==> src/rtl/eeprom_wrpoll_ctrl.sv <==
`timescale 1ns/1ps
module eeprom_wrpoll_ctrl #(
  parameter int AW = 17,
  parameter int WE_LOW = 5,
  parameter int WE_HIGH = 3,
  parameter int RD_WAIT = 10,
  parameter int CE_GAP = 3,
  parameter int TMO_CYC = 500000,
  parameter logic [AW-1:0] UA1 = 'h5555,
  parameter logic [AW-1:0] UA2 = 'h2AAA,
  parameter logic [7:0] UD1 = 8'hAA,
  parameter logic [7:0] UD2 = 8'h55,
  parameter logic [7:0] UD3 = 8'hA0
) (
  input  logic          clk,
  input  logic          rst_n,
  input  logic          req_valid,
  output logic          req_ready,
  input  logic [AW-1:0] req_addr,
  input  logic [7:0]    req_data,
  input  logic          req_toggle,
  output logic          done,
  output logic          err_timeout,
  output logic          err_verify,
  output logic [AW-1:0] mem_addr,
  output logic [7:0]    mem_dout,
  output logic          mem_doe,
  input  logic [7:0]    mem_din,
  output logic          mem_ce_n,
  output logic          mem_oe_n,
  output logic          mem_we_n
);
  localparam int M1 = (WE_LOW > WE_HIGH) ? WE_LOW : WE_HIGH;
  localparam int M2 = (RD_WAIT > CE_GAP) ? RD_WAIT : CE_GAP;
  localparam int MX = (M1 > M2) ? M1 : M2;
  localparam int CW = $clog2(MX + 1);
  localparam int TW = $clog2(TMO_CYC + 1);

  typedef enum logic [2:0] {S_IDLE, S_WLO, S_WHI, S_RD, S_GAP} st_t;

  st_t           st;
  logic [CW-1:0] cnt;
  logic [1:0]    step;
  logic [AW-1:0] addr_q;
  logic [7:0]    data_q;
  logic          tog_q, final_q, have_prev, prev6;
  logic [TW-1:0] tcnt;
  logic          tmo_hit, rd_last;

  assign tmo_hit = (tcnt == TW'(TMO_CYC - 1)) && !final_q;
  assign rd_last = (cnt == CW'(RD_WAIT - 1));

  always_ff @(posedge clk) begin
    if (!rst_n) begin
      st <= S_IDLE; cnt <= '0; step <= '0; addr_q <= '0; data_q <= '0;
      tog_q <= 1'b0; final_q <= 1'b0; have_prev <= 1'b0; prev6 <= 1'b0;
      tcnt <= '0; done <= 1'b0; err_timeout <= 1'b0; err_verify <= 1'b0;
    end else begin
      done <= 1'b0; err_timeout <= 1'b0; err_verify <= 1'b0;
      case (st)
        S_IDLE: if (req_valid) begin
          addr_q <= req_addr; data_q <= req_data; tog_q <= req_toggle;
          step <= '0; cnt <= '0; tcnt <= '0;
          final_q <= 1'b0; have_prev <= 1'b0; st <= S_WLO;
        end
        S_WLO: if (cnt == CW'(WE_LOW - 1)) begin
          cnt <= '0; st <= S_WHI;
        end else cnt <= cnt + 1'b1;
        S_WHI: if (cnt == CW'(WE_HIGH - 1)) begin
          cnt <= '0;
          if (step == 2'd3) st <= S_RD;
          else begin step <= step + 1'b1; st <= S_WLO; end
        end else cnt <= cnt + 1'b1;
        S_RD: begin
          tcnt <= tcnt + 1'b1;
          if (tmo_hit) begin
            st <= S_IDLE; cnt <= '0; err_timeout <= 1'b1;
          end else if (rd_last) begin
            cnt <= '0;
            if (final_q) begin
              st <= S_IDLE;
              if (mem_din == data_q) done <= 1'b1;
              else err_verify <= 1'b1;
            end else begin
              st <= S_GAP;
              if (tog_q) begin
                have_prev <= 1'b1; prev6 <= mem_din[6];
                if (have_prev && mem_din[6] == prev6) final_q <= 1'b1;
              end else if (mem_din[7] == data_q[7]) final_q <= 1'b1;
            end
          end else cnt <= cnt + 1'b1;
        end
        S_GAP: begin
          tcnt <= tcnt + 1'b1;
          if (tmo_hit) begin
            st <= S_IDLE; cnt <= '0; err_timeout <= 1'b1;
          end else if (cnt == CW'(CE_GAP - 1)) begin
            cnt <= '0; st <= S_RD;
          end else cnt <= cnt + 1'b1;
        end
        default: st <= S_IDLE;
      endcase
    end
  end

  logic wr_phase;
  assign wr_phase  = (st == S_WLO) || (st == S_WHI);
  assign req_ready = (st == S_IDLE);
  assign mem_ce_n  = !((st == S_WLO) || (st == S_RD));
  assign mem_we_n  = (st != S_WLO);
  assign mem_oe_n  = (st != S_RD);
  assign mem_doe   = (st == S_WLO);

  always_comb begin
    case (step)
      2'd0:    begin mem_dout = UD1; mem_addr = UA1; end
      2'd1:    begin mem_dout = UD2; mem_addr = UA2; end
      2'd2:    begin mem_dout = UD3; mem_addr = UA1; end
      default: begin mem_dout = data_q; mem_addr = addr_q; end
    endcase
    if (!wr_phase) mem_addr = addr_q;
  end
endmodule

==> config.mk <==
export PLATFORM = sky130hd
export DESIGN_NAME = eeprom_wrpoll_ctrl
export DESIGN_NICKNAME = d
export VERILOG_FILES = /design/src/rtl/eeprom_wrpoll_ctrl.sv
export SDC_FILE = /design/constraint.sdc
export NUM_CORES = 1
export LEC_CHECK = 0
export ABC_CLOCK_PERIOD_IN_PS = 2600
export BUFFER_PORTS_ARGS = -buffer_cell sky130_fd_sc_hd__buf_2
export CORE_MARGIN = 4
export CORE_UTILIZATION = 45
export DETAILED_ROUTE_END_ITERATION = 16
export PLACE_DENSITY = 0.68
export SYNTH_ARGS = -nofsm -noshare
export SYNTH_HDL_FRONTEND = slang
export SYNTH_SLANG_ARGS = --single-unit
export TNS_END_PERCENT = 50
==> constraint.sdc <==
create_clock -name clk -period 2.6 [get_ports clk]
set_clock_uncertainty 0.1 [all_clocks]
set_input_delay 0 -clock clk [delete_from_list [all_inputs] [get_ports clk]]
set_output_delay 0 -clock clk [all_outputs]
set_load 0.05 [all_outputs]
==> impl_metrics.ini <==
[outcome]
status = complete, no violations

[synthesis]
netlist-cell-type-count = 55
synth.ff_latch_count = 60
seq_area_frac_synth_pct = 36.47
synth_edf_count = 0
syn-cell-area_um2 = 3293
syn_nets = 475
synthCells = 428
ys_warn_count = 0
synth-async-reset-ratio_pct = 0
synth_area_per_cell_um2 = 7.694
synth_ff_type = dfxtp_1

[global_routing]
grt_pass1_wl_um = 14530
grt_pass1_vias = 3218
grt_max_degree = 27
globalRouteOverflowTotal = 0
antenna_found_initial = 0
grt_usage_pct = 20.48

[worst_setup_path]
critical_path_required_ns = 2.50
crit-reg2reg-launch = st[1]
start_kind = register
ff2ff_setup_slack_ns = 0.31
critPathKind = register to output port
reg2reg_depth = 5
arrival_ns = 2.36
endpoint_kind = output port
cp_max_fo = 11
timing.rr.end = tcnt[18]

[finish]
antennaDiodeCount = 0
utilization_pct = 61.35
syn_to_final_growth_pct = 29.37
final_common_cell = nand2_1
final_cell_mix = nand2_1 (104), buf_2 (69), dfxtp_1 (60)
fin_nets = 576
fin_area_um2 = 4260
drive_above_1_share_pct = 22.51
nFillCells = 645

[timing]
timing.setup.tns_ns = 0
rsz0062_at_grt = no
slew-limit-headroom_pct = 54.47
fin_crit_sh_pct = 94.53
max_clock_freq_ghz = 0.4069
finalHoldViolations = 0
timing.final.crit_period_ns = 2.458
drv_slew = 0
setup_violations = 0
tightest_slew_ns = 0.6772

[placed_design]
io_buffers = 69
gp_congestion = 0.8858
placed_area_um2 = 3780
dp_hpwl_um = 5980

[clocking]
clk_pin_slew_worst_paths_ns = 0.06
htree_num_levels = 3
clockBufferDepth = 2
cts_buffers = 9
tritoncts = done
cts_root_buf = clkbuf_8
clock_sinks = 60
clkLatencyLatePin_ns = 0.33

[flow_run]
maxCapViolations = 0

[min_path]
hold_end = done
hold_start = mem_din[1]
min_path_cells = 5
hold_path_class = primary input to register

[route]
drt_iter0_drc = 146
vias_per_cell = 5.332
routed_wl_um = 8667
drtAntennaViolNets = 0
wl_per_cell_um = 13.78
dr.pass1.iters = 4
num_vias = 3354
drc = 0

[floorplanning]
std_cell_rows = 30
fp.dieArea_um2 = 8751
core-area_um2 = 6944
initial_core_util_pct = 47.42
die_h_um = 93.55
die_w_um = 93.55
io_pins = 70

[power_and_ir_drop]
power.total_w = 0.003595
p_leak_nw = 1.806
power-per-cell-area_nw_per_um2 = 843.7
peakVddDrop_v = 0.0003679
## synth_stat cells (all sizes together) (6+ instances only)
library cell | count | area [um2]
a21boi | 27 | 202.7
a21oi | 20 | 100.1
and2 | 10 | 63.81
clkbuf | 17 | 63.81
dfxtp | 60 | 1201
ha | 10 | 125.1
inv | 10 | 37.54
nand2 | 104 | 390.4
nand3 | 11 | 55.05
nor2 | 41 | 153.9
nor2b | 8 | 50.05
nor3 | 9 | 50.05
o21ai | 9 | 45.04
xnor2 | 6 | 52.55
xor2 | 14 | 122.6
## metrics by stage
stage	setup WS, ns	cells	hold slack, ns
finish	0.1421	629	0.01616
global placement	0.3828	584	0.1512
detailed placement	0.3476	584	0.1603
CTS	0.09978	629	0.003431
floorplan	0.03499	428	0.03881
global route	0.04822	629	0.04776
## cell families (layout without fill, tap and decap cells)
kind of cell | after synthesis | in the layout | synth area share, %
and+or+nand+nor | 224 | 224 | 33.09
muxes | 2 | 2 | 0.6459
DFF | 60 | 60 | 36.47
AOI/OAI and AO/OA | 80 | 80 | 16.26
xor gates and xnor gates | 20 | 20 | 5.319
adders and majority gates | 10 | 10 | 3.799
buffers and inverters | 32 | 137 | 4.407
## worst max-delay path: stages (launching register included)
cell and delay [ns]:
dfxtp_1 0.44, buf_4 0.23, or3b_1 0.41, a21o_2 0.32
nor3_4 0.21, buf_12 0.15, nor2_2 0.04, buf_2 0.21
## how the worst max path moves through the flow
| stage | start | to | slack, ns | depth (start not counted) |
|---|---|---|---|---|
| after global placement | st[1] | tcnt[16] | 0.38 | 5 |
| final | st[0] | mem_addr[0] | 0.14 | 7 |
| after CTS | st[0] | mem_addr[0] | 0.1 | 7 |
| after floorplan | st[0] | mem_addr[11] | 0.03 | 7 |
| after global routing | st[0] | mem_addr[14] | 0.05 | 7 |
| after detailed placement | tcnt[5] | st[0] | 0.35 | 5 |
## report_power, final
group	switching [W]	internal, W	total, W
sequential	0.000120	0.00103	0.00115
combinational	0.00119	0.000498	0.00169
clock	0.000361	0.000391	0.000752
total	0.00167	0.00192	0.00359
## state kept, by name (all words and copies together), names as in the netlist, 2 cells and up
| signal | flops |
|---|---|
| cnt | 4 |
| st | 3 |
| tcnt | 19 |
| data_q | 8 |
| step | 2 |
| addr_q | 17 |
## per-layer routing
layer  global-route usage [%]  share of wire (%)  up-vias  wire, um
met5                        0                  0        -         0
met4                    7.822                1.6        0       137
met3                    3.701                5.3       11       463
met2                    32.46                 46      102      3970
met1                    27.64                 47     1590      4096
li1                         -                  -     1651         -
## cell type report
class	instances	area [um2]	share of cell area, %
repair buffers	112	753.2	17.68
clock inverters	2	10.01	0.2349
clock buffers	13	158.9	3.730
inverters	10	37.54	0.8811
multi-input cells	336	1979	46.46
well taps	96	120.1	2.819
flip-flops and latches	60	1201	28.19
## repair_timing
| action | in CTS | in global routing |
|---|---|---|
| resized for setup | 0 | 1 |
| endpoints found under the setup margin | 1 | 2 |
| hold endpoints to repair | 33 | 0 |
| gates cloned | 0 | 0 |
| hold buffers | 29 | 0 |
| buffers inserted | 1 | 0 |
| pin swaps | 1 | 0 |
No activity file was read; power rests on OpenSTA's default activity.
